`src/rtl/ctxsw_pkg.sv`:
```
package ctxsw_pkg;

    localparam int WORD_W     = 16;
    localparam int N_VEC      = 16;
    localparam int IDX_W      = $clog2(N_VEC);
    localparam int SLOT_BYTES = 4;
    localparam int SLOT_SH    = $clog2(SLOT_BYTES);
    localparam int TRAP_BASE  = 64;

    localparam int R_LINK = 11;
    localparam int R_OWP  = 13;
    localparam int R_OPC  = 14;
    localparam int R_OST  = 15;

    typedef logic [WORD_W-1:0] word_t;

    typedef enum logic [1:0] {K_IRQ, K_TRAP, K_CALL, K_RET} kind_e;

    typedef enum logic [3:0] {
        S_IDLE, S_VWP, S_VPC, S_SWP, S_SPC, S_SST, S_SEA, S_RST, S_RPC, S_RWP
    } step_e;

    typedef struct packed {
        word_t wp;
        word_t pc;
        word_t st;
    } ctx_t;

    typedef struct packed {
        logic  valid;
        kind_e kind;
        word_t vec;
    } cmd_t;

    function automatic word_t reg_addr(word_t base, int unsigned n);
        return base + word_t'(2 * n);
    endfunction

    function automatic word_t align(word_t w);
        return {w[WORD_W-1:1], 1'b0};
    endfunction

endpackage

```
`src/rtl/ctxsw_cmdsel.sv`:
```
module ctxsw_cmdsel
    import ctxsw_pkg::*;
(
    input  logic             irq_req,
    input  logic [IDX_W-1:0] irq_lvl,
    input  logic             trap_req,
    input  logic [IDX_W-1:0] trap_num,
    input  logic             call_req,
    input  word_t            call_vec,
    input  logic             ret_req,
    output cmd_t             cmd
);
    localparam word_t TRAP_OFS = word_t'(TRAP_BASE);

    always_comb begin
        cmd = '{valid: 1'b0, kind: K_RET, vec: '0};
        if (irq_req) begin
            cmd.valid = 1'b1;
            cmd.kind  = K_IRQ;
            cmd.vec   = word_t'(irq_lvl) << SLOT_SH;
        end else if (trap_req) begin
            cmd.valid = 1'b1;
            cmd.kind  = K_TRAP;
            cmd.vec   = TRAP_OFS + (word_t'(trap_num) << SLOT_SH);
        end else if (call_req) begin
            cmd.valid = 1'b1;
            cmd.kind  = K_CALL;
            cmd.vec   = align(call_vec);
        end else if (ret_req) begin
            cmd.valid = 1'b1;
            cmd.kind  = K_RET;
        end
    end

endmodule

```
`src/rtl/ctxsw_ctrl.sv`:
```
module ctxsw_ctrl
    import ctxsw_pkg::*;
#(
    parameter word_t RESET_WP = 16'h0100
) (
    input  logic  clk,
    input  logic  rst,
    input  cmd_t  cmd,
    input  word_t trap_ea,
    input  word_t pc_in,
    input  word_t st_in,
    output logic  busy,
    output ctx_t  ctx,
    output logic  mem_req,
    output logic  mem_we,
    output word_t mem_addr,
    output word_t mem_wdata,
    input  word_t mem_rdata,
    input  logic  mem_ack
);
    step_e step;
    kind_e kind_q;
    ctx_t  cur, old_q;
    word_t ea_q, vec_q;
    logic  accept;

    assign busy    = (step != S_IDLE);
    assign accept  = !busy && cmd.valid;
    assign mem_req = busy;
    assign ctx     = cur;

    always_comb begin
        mem_we    = 1'b0;
        mem_addr  = '0;
        mem_wdata = '0;
        unique case (step)
            S_VWP: mem_addr = vec_q;
            S_VPC: mem_addr = vec_q + word_t'(2);
            S_SWP: begin mem_we = 1'b1; mem_addr = reg_addr(cur.wp, R_OWP);  mem_wdata = old_q.wp; end
            S_SPC: begin mem_we = 1'b1; mem_addr = reg_addr(cur.wp, R_OPC);  mem_wdata = old_q.pc; end
            S_SST: begin mem_we = 1'b1; mem_addr = reg_addr(cur.wp, R_OST);  mem_wdata = old_q.st; end
            S_SEA: begin mem_we = 1'b1; mem_addr = reg_addr(cur.wp, R_LINK); mem_wdata = ea_q;     end
            S_RST: mem_addr = reg_addr(cur.wp, R_OST);
            S_RPC: mem_addr = reg_addr(cur.wp, R_OPC);
            S_RWP: mem_addr = reg_addr(cur.wp, R_OWP);
            default: ;
        endcase
    end

    always_ff @(posedge clk) begin
        if (rst) begin
            step   <= S_IDLE;
            kind_q <= K_RET;
            cur    <= '{wp: RESET_WP, pc: '0, st: '0};
            old_q  <= '0;
            ea_q   <= '0;
            vec_q  <= '0;
        end else if (accept) begin
            kind_q <= cmd.kind;
            vec_q  <= cmd.vec;
            ea_q   <= trap_ea;
            old_q  <= '{wp: cur.wp, pc: pc_in, st: st_in};
            if (cmd.kind == K_RET) begin
                step <= S_RST;
            end else begin
                step   <= S_VWP;
                cur.st <= st_in;
            end
        end else if (busy && mem_ack) begin
            unique case (step)
                S_VWP: begin cur.wp <= align(mem_rdata); step <= S_VPC; end
                S_VPC: begin cur.pc <= align(mem_rdata); step <= S_SWP; end
                S_SWP: step <= S_SPC;
                S_SPC: step <= S_SST;
                S_SST: step <= (kind_q == K_TRAP) ? S_SEA : S_IDLE;
                S_SEA: step <= S_IDLE;
                S_RST: begin cur.st <= mem_rdata;        step <= S_RPC;  end
                S_RPC: begin cur.pc <= align(mem_rdata); step <= S_RWP;  end
                S_RWP: begin cur.wp <= align(mem_rdata); step <= S_IDLE; end
                default: step <= S_IDLE;
            endcase
        end
    end

    AST_RESET_IDLE: assert property (@(posedge clk) disable iff (rst)
        $past(rst) |-> (!busy && cur.wp == RESET_WP));
    AST_ADDR_EVEN: assert property (@(posedge clk) disable iff (rst)
        mem_req |-> !mem_addr[0]);
    AST_WP_EVEN: assert property (@(posedge clk) disable iff (rst)
        !busy |-> !cur.wp[0]);
    AST_RET_READ_ONLY: assert property (@(posedge clk) disable iff (rst)
        (busy && kind_q == K_RET) |-> !mem_we);
    AST_ACCEPT_BUSY: assert property (@(posedge clk) disable iff (rst)
        (!busy && cmd.valid) |=> busy);
    AST_IDLE_QUIET: assert property (@(posedge clk) disable iff (rst)
        !busy |-> !mem_req);
    AST_REQ_HOLD: assert property (@(posedge clk) disable iff (rst)
        (mem_req && !mem_ack) |=> (mem_req && $stable(mem_addr) && $stable(mem_we)
                                   && $stable(mem_wdata)));

endmodule

```
`src/rtl/ctxsw_seq.sv`:
```
module ctxsw_seq
    import ctxsw_pkg::*;
#(
    parameter logic [15:0] RESET_WP = 16'h0100
) (
    input  logic             clk,
    input  logic             rst,
    input  logic             irq_req,
    input  logic [IDX_W-1:0] irq_lvl,
    input  logic             trap_req,
    input  logic [IDX_W-1:0] trap_num,
    input  logic [15:0]      trap_ea,
    input  logic             call_req,
    input  logic [15:0]      call_vec,
    input  logic             ret_req,
    input  logic [15:0]      pc_in,
    input  logic [15:0]      st_in,
    output logic             busy,
    output logic [15:0]      wp,
    output logic [15:0]      pc,
    output logic [15:0]      st,
    output logic             mem_req,
    output logic             mem_we,
    output logic [15:0]      mem_addr,
    output logic [15:0]      mem_wdata,
    input  logic [15:0]      mem_rdata,
    input  logic             mem_ack
);
    cmd_t cmd;
    ctx_t ctx;

    ctxsw_cmdsel u_sel (
        .irq_req  (irq_req),
        .irq_lvl  (irq_lvl),
        .trap_req (trap_req),
        .trap_num (trap_num),
        .call_req (call_req),
        .call_vec (call_vec),
        .ret_req  (ret_req),
        .cmd      (cmd)
    );

    ctxsw_ctrl #(.RESET_WP(RESET_WP)) u_ctrl (
        .clk       (clk),
        .rst       (rst),
        .cmd       (cmd),
        .trap_ea   (trap_ea),
        .pc_in     (pc_in),
        .st_in     (st_in),
        .busy      (busy),
        .ctx       (ctx),
        .mem_req   (mem_req),
        .mem_we    (mem_we),
        .mem_addr  (mem_addr),
        .mem_wdata (mem_wdata),
        .mem_rdata (mem_rdata),
        .mem_ack   (mem_ack)
    );

    assign wp = ctx.wp;
    assign pc = ctx.pc;
    assign st = ctx.st;

endmodule

```
`config.mk`:
```
export PLATFORM = sky130hd
export DESIGN_NAME = ctxsw_seq
export DESIGN_NICKNAME = d
export VERILOG_FILES = /design/src/rtl/ctxsw_pkg.sv /design/src/rtl/ctxsw_cmdsel.sv /design/src/rtl/ctxsw_ctrl.sv /design/src/rtl/ctxsw_seq.sv
export SDC_FILE = /design/constraint.sdc
export NUM_CORES = 1
export LEC_CHECK = 0
export ABC_AREA = 1
export CAP_MARGIN = 20
export CORE_ASPECT_RATIO = 0.7
export CORE_MARGIN = 4
export CORE_UTILIZATION = 50
export CTS_BUF_LIST = sky130_fd_sc_hd__clkbuf_16
export DETAILED_ROUTE_END_ITERATION = 12
export HOLD_SLACK_MARGIN = 0.1
export PLACE_DENSITY = 0.82
export SETUP_SLACK_MARGIN = 0.2
export SKIP_CTS_REPAIR_TIMING = 1
export SYNTH_ARGS = -nofsm -noshare
export SYNTH_HDL_FRONTEND = slang
export SYNTH_SLANG_ARGS = --single-unit
export TNS_END_PERCENT = 50
```
`constraint.sdc`:
```
create_clock -name clk -period 4.5 [get_ports clk]
set_input_delay 0.9 -clock clk [delete_from_list [all_inputs] [get_ports clk]]
set_output_delay 0.9 -clock clk [all_outputs]
set_load 0.05 [all_outputs]
```
==> summary.txt, run 1 <==
outcome: complete, no violations
synth top area cells: dfxtp_1 (39%), nand2_1 (15%), o21ai_0 (8.0%)
Levels on crit path: 13
setup violators final: 0
pwr dens: 741.1 nW/um2
slowest stage delay, CP: 0.80 ns
clk sink count: 130
Placed Cells: 1293
Critical Path End Type: output port
fin nets: 1252
routed vias/inst: 5.474
reg2reg start: u_ctrl.step[0]$_SDFFE_PP0P_
crit path cell chain: inv_1 > nor2_2 > nand3_2 > nand2_1 > inv_1 > nand2_1 > ha_1 > a21oi_1 > nand3_1 > nand4_1 > nand3_1 > nand2_1 > clkdlybuf4s50_1
leading area contributor after synthesis: dfxtp_1
routed len/inst: 16.73 um
cell area after synthesis: 6593 um2
DR pass1 iterations: 7
io pins: 178
drt first-iter violations: 774
Int Power: 3.585 mW
Antenna Nets Post-Route: 0
most frequent cells in the layout: nand2_1 (267), clkdlybuf4s50_1 (168), nor2_1 (135)
Placer Congestion: 0.9339
DR vias: 7264
largest net degree at the start of global routing: 61
cells after synthesis: 1002
core area: 12680 um2
r2r worst-path depth: 10
die height: 104.1 um
Final Critical Period: 4.298 ns
critical path class: reg -> out
Clk Latency, worst-skew pair: 0.41 ns
die area: 15120 um2
Clk network pwr share: 23.9%
Comb power frac: 48.8%
non-filler cells, final: 1327
FF+latch count, synth: 130
grt total ovfl: 0
DRC: 0
most used cell, CP: nand2_1
Min-Delay Startpoint: u_ctrl.old_q[0]$_SDFFE_PP0P_
WP data arrival: 3.40 ns
DP HPWL: 15780 um
Max Freq: 0.2327 GHz
Critical Path Source Type: register
Clock Path Buffers: 2
min-delay worst type: reg -> reg
dpl cell area: 8299 um2
sw power: 3.101 mW
worst-path cell with the longest stage delay: clkdlybuf4s50_1
Worst Clk Skew: 0.005121 ns
VDD IR max: 0.4407 mV
Initial Utilization: 52.00%
critical path fanouts, max: 7
vias in the first global route: 6502
top-area cell type share of the netlist area: 39.48%
fraction of layout cells with a size suffix above 1: 5.494%
Data required, critical path: 3.60 ns
ys async rst share: 0%
buffers and inverters on the worst path: 3
number of synthesized flops with an enable pin: 0
sequential share of power: 27.3%
Netlist cell types: 39
Power Total: 6.686 mW
Ys Warns: 0
leakage: 3.804 nW
Sw Ratio: 46.38%
first-pass GRT wire length: 34620 um
dominant synthesized flop cell: dfxtp_1
final period utilization: 95.51%
Least-Margin Pin Slew: 0.6267 ns
CTS Root Cell: clkbuf_16
cell area after layout: 9022 um2
initial antenna violation count: 0
Total GRT Usage: 28.31%
Slew Viols, Final: 0
crit path from: u_ctrl.step[0]$_SDFFE_PP0P_
final wirelength: 22200 um
commonest non-fill, non-tap cell in the layout: nand2_1
Max H-tree Level: 4
Slew HR: 58.07%
Post-Route Setup TNS: 0 ns
Die W: 145.2 um
FP Rows: 34
area grow syn2layout: 36.86%
filler instances: 1043
CTS buffer count: 17
RSZ-0062 raised after global routing: true
post-synthesis area per instance: 6.579 um2
Hold Path Cell Cnt: 2
CTS clk-pin slew, worst paths: 0.06 ns
register area share after synthesis: 39.48%
crit-path leading delay family: simple AND/OR/NAND/NOR gates
CTS tree: yes
max_cap viols: 0
number of diodes: 0
Final Util: 71.17%
PortBufs: 173
final hold viol count: 0
==> synthesized netlist by cell type, types with 3 or more instances <==
library cell and instances:
a21oi_1 91, buf_2 16, buf_4 14, buf_6 5
clkbuf_1 15, clkbuf_2 3, dfxtp_1 130, ha_1 4
inv_1 79, nand2_1 267, nand2_2 6, nand3_1 52
nand4_1 27, nor2_1 135, o211ai_1 4, o21ai_0 105
o21ai_1 16, or2_2 3
==> cell type report <==
cell class	count	area, um2	area share (%)
timing repair buffer	182	1852	20.52
clock inverter	15	255.2	2.829
tap	162	202.7	2.247
clock buffer	17	425.4	4.715
multi-input combinational	737	3367	37.32
inverter	84	317.8	3.522
sequential	130	2603	28.84
==> final timing paths <==
check | endpoint | slack, ns
worst max-delay path | mem_addr[10] | 0.20
worst min-delay path | u_ctrl.old_q[0]$_SDFFE_PP0P_ | 0.47
worst max register to register | u_ctrl.vec_q[10]$_SDFFE_PP0P_ | 2.45
worst min register to register | u_ctrl.old_q[0]$_SDFFE_PP0P_ | 0.47
==> metal layers <==
metal / part of all wire, % / wire length [um] / GRT usage, % / vias up
met1: 46 / 10270 / 41.39 / 3292
met4: 1.8 / 389 / 7.114 / 0
met3: 11 / 2373 / 9.277 / 30
met2: 41 / 9167 / 40.05 / 367
met5: 0 / 0 / 0 / -
li1: - / - / - / 3575
==> state kept, by name, summed over array words and instances (netlist names) <==
signal and count:
u_ctrl.ctx 46, u_ctrl.ea_q 16, u_ctrl.step 4, u_ctrl.vec_q 15
u_ctrl.old_q 47, u_ctrl.kind_q 2
==> worst register-to-register path, delay by kind of cell (launching register included) <==
| family | cells | cell delay, ns |
|---|---|---|
| buffers and inverters | 3 | 0.60 |
| AND/OR/NAND/NOR | 6 | 0.90 |
| flip-flops | 1 | 0.37 |
| AO/OA/AOI/OAI | 1 | 0.13 |
==> through the flow <==
stage	hold WS (ns)	setup slack, ns
after floorplan	0.4433	1.301
final	0.4661	0.2022
after detailed placement	0.4573	0.6421
after global placement	0.4546	0.6664
after global routing	0.4816	0.04079
after CTS	0.4665	0.1009
==> power groups by stage <==
stage / sequential, mW / clock [mW] / combinational [mW]
5_1_grt: 1.86 / 1.66 / 3.55
6_report: 1.82 / 1.60 / 3.26
3_3_place_gp: 1.81 / 0 / 3.15
2_1_floorplan: 2.13 / 0 / 2.02
4_1_cts: 1.81 / 1.61 / 3.23
3_5_place_dp: 1.82 / 0 / 3.19
==> kinds of logic after synthesis <==
group	count (synthesis)	synth area share, %
and+or+nand+nor	501	31.87
AOI/OAI and AO/OA	226	17.71
buffers and inverters	137	9.565
DFF	130	39.48
adders and majority gates	5	1.063
xor gates and xnor gates	2	0.2658
other	1	0.05688
Note: power is estimated with default switching activity, not from simulation.
==> inputs of run 2 (changes only) <==
DONT_BUFFER_PORTS = 1   (was unset)
PLACE_DENSITY = unset   (was 0.82)
==> run 2 against run 1 <==
Effect of this change: maximum frequency grew 9.6%; global-route usage is 1.1 points lower; cell area down 21%; clock skew is 0.0072 ns higher; clock-buffer cell count unchanged; non-clock buffer count decreased by 175; sequential power up 21%; sequential cell count unchanged; combinational power is 29% lower; critical path depth did not move.
==> summary.txt, run 2 (same netlist as run 1, synthesis figures left out) <==
outcome: complete, no violations
routed vias/inst: 5.708
Clk Latency, worst-skew pair: 0.41 ns
Sw Ratio: 51.32%
Largest register FFs: 47
initial antenna violation count: 0
Min-Delay Startpoint: u_ctrl.old_q[5]$_SDFFE_PP0P_
fraction of layout cells with a size suffix above 1: 6.067%
CTS Root Cell: clkbuf_16
most used cell, CP: nand2_1
critical path class: reg -> out
Critical Path End Type: output port
die area: 15120 um2
RSZ-0062 raised after global routing: false
CTS tree: yes
Slew Viols, Final: 0
number of diodes: 0
critical path fanouts, max: 7
final hold viol count: 0
Comb power frac: 39.8%
filler instances: 1247
Clock Path Buffers: 2
Worst Clk Skew: 0.01228 ns
Fin Hold WS: 0.4632 ns
Max Freq: 0.2551 GHz
DP HPWL: 15570 um
VDD IR max: 0.4664 mV
fin nets: 1077
setup violators final: 0
Post-Route Setup TNS: 0 ns
Top reg by flops: u_ctrl.old_q
CTS clk-pin slew, worst paths: 0.06 ns
crit path cell chain: inv_1 > nor2_2 > nand3_2 > nand2_1 > inv_1 > nand2_1 > ha_1 > a21oi_1 > nand3_1 > nand2_1 > nand2_1 > o211ai_1 > nand3b_1
Max H-tree Level: 4
Int Power: 2.836 mW
die height: 104.1 um
pwr dens: 818.9 nW/um2
clk sink count: 130
area of the multi-input gates: 3367 um2
largest net degree at the start of global routing: 100
CTS buffer count: 17
first-pass GRT wire length: 33000 um
Final Critical Period: 3.920 ns
routed len/inst: 18.32 um
FP Rows: 34
crit path from: u_ctrl.step[0]$_SDFFE_PP0P_
worst-path cell with the longest stage delay: nand3b_1
slowest stage delay, CP: 0.46 ns
Total GRT Usage: 27.18%
Antenna Nets Post-Route: 0
PortBufs: 0
vias in the first global route: 5905
Placer Congestion: 0.8896
io pins: 178
Initial Utilization: 52.00%
min-delay worst type: reg -> reg
sw power: 2.990 mW
grt total ovfl: 0
most frequent cells in the layout: nand2_1 (267), nor2_1 (135), dfxtp_1 (130)
DR pass1 iterations: 5
max_cap viols: 0
Data required, critical path: 3.60 ns
commonest non-fill, non-tap cell in the layout: nand2_1
leakage: 2.992 nW
Critical Path Source Type: register
Least-Margin Pin Slew: 1.049 ns
area grow syn2layout: 7.914%
core area: 12680 um2
DR vias: 6570
final period utilization: 87.10%
final wirelength: 21090 um
Die W: 145.2 um
Clk network pwr share: 22.4%
DRC: 0
Final Util: 56.12%
sequential share of power: 37.8%
Slew HR: 29.59%
WP data arrival: 3.02 ns
register area: 2603 um2
reg2reg start: u_ctrl.step[0]$_SDFFE_PP0P_
drt first-iter violations: 550
==> run 2: changes by cell type in the layout (fill, tap and decap cells not counted) <==
cell	change
clkinv_4	-2
clkinv_2	-1
clkinvlp_4	+4
inv_6	+3
inv_8	-1
o21ai_0	-1
bufinv_16	-5
inv_1	+1
dlymetal6s2s_1	-5
o21ai_1	+1
clkdlybuf4s50_1	-168
buf_12	-2
==> run 2: cell type report <==
| class | instances | share of cell area [%] |
|---|---|---|
| Sequential cell | 130 | 36.58 |
| Tap cell | 162 | 2.849 |
| Multi-Input combinational cell | 737 | 47.33 |
| Clock inverter | 14 | 1.847 |
| Inverter | 84 | 4.467 |
| Clock buffer | 17 | 5.980 |
| Timing Repair Buffer | 7 | 0.9497 |
==> run 2: worst paths after layout <==
kind / endpoint / slack (ns) / cells after the start
hold / removal: u_ctrl.old_q[5]$_SDFFE_PP0P_ / 0.46 / 2
setup / recovery: mem_addr[6] / 0.58 / 13
hold reg to reg: u_ctrl.old_q[5]$_SDFFE_PP0P_ / 0.46 / 2
setup reg to reg: u_ctrl.ctx[15]$_SDFFE_PP0P_ / 1.25 / 9
==> run 2: worst max-delay path, delay by kind of cell, from the launching register on <==
| family | cells | cell delay (ns) |
|---|---|---|
| AND/OR/NAND/NOR | 8 | 1.52 |
| flip-flops | 1 | 0.44 |
| AO/OA/AOI/OAI | 2 | 0.27 |
| adder cells (fa/ha/maj) | 1 | 0.26 |
| buffers and inverters | 2 | 0.15 |
==> run 2: power groups by stage <==
stage / registers (mW) / logic (mW) / clock network [mW]
2_1_floorplan: 2.13 / 2.02 / 0
3_3_place_gp: 2.20 / 2.21 / 0
3_5_place_dp: 2.21 / 2.29 / 0
4_1_cts: 2.19 / 2.30 / 1.32
5_1_grt: 2.25 / 2.59 / 1.38
6_report: 2.20 / 2.32 / 1.31
==> run 2: stage by stage <==
stage	instances	cell area (um2)	setup WS [ns]	power, mW
floorplan	1004	6600	1.301	4.147
global placement	1117	6520	1.119	4.414
detailed placement	1118	6528	1.024	4.504
CTS	1149	7084	0.5875	5.815
global route	1151	7114	0.3334	6.218
finish	1151	7114	0.5803	5.826
==> run 2: routing by layer <==
layer	GRT usage, %	vias to the layer above	share of wire, %
met4	4.743	0	0.74
met5	0	-	0
met3	8.406	16	11
li1	-	3209	-
met2	40.32	294	43
met1	39.32	3051	46
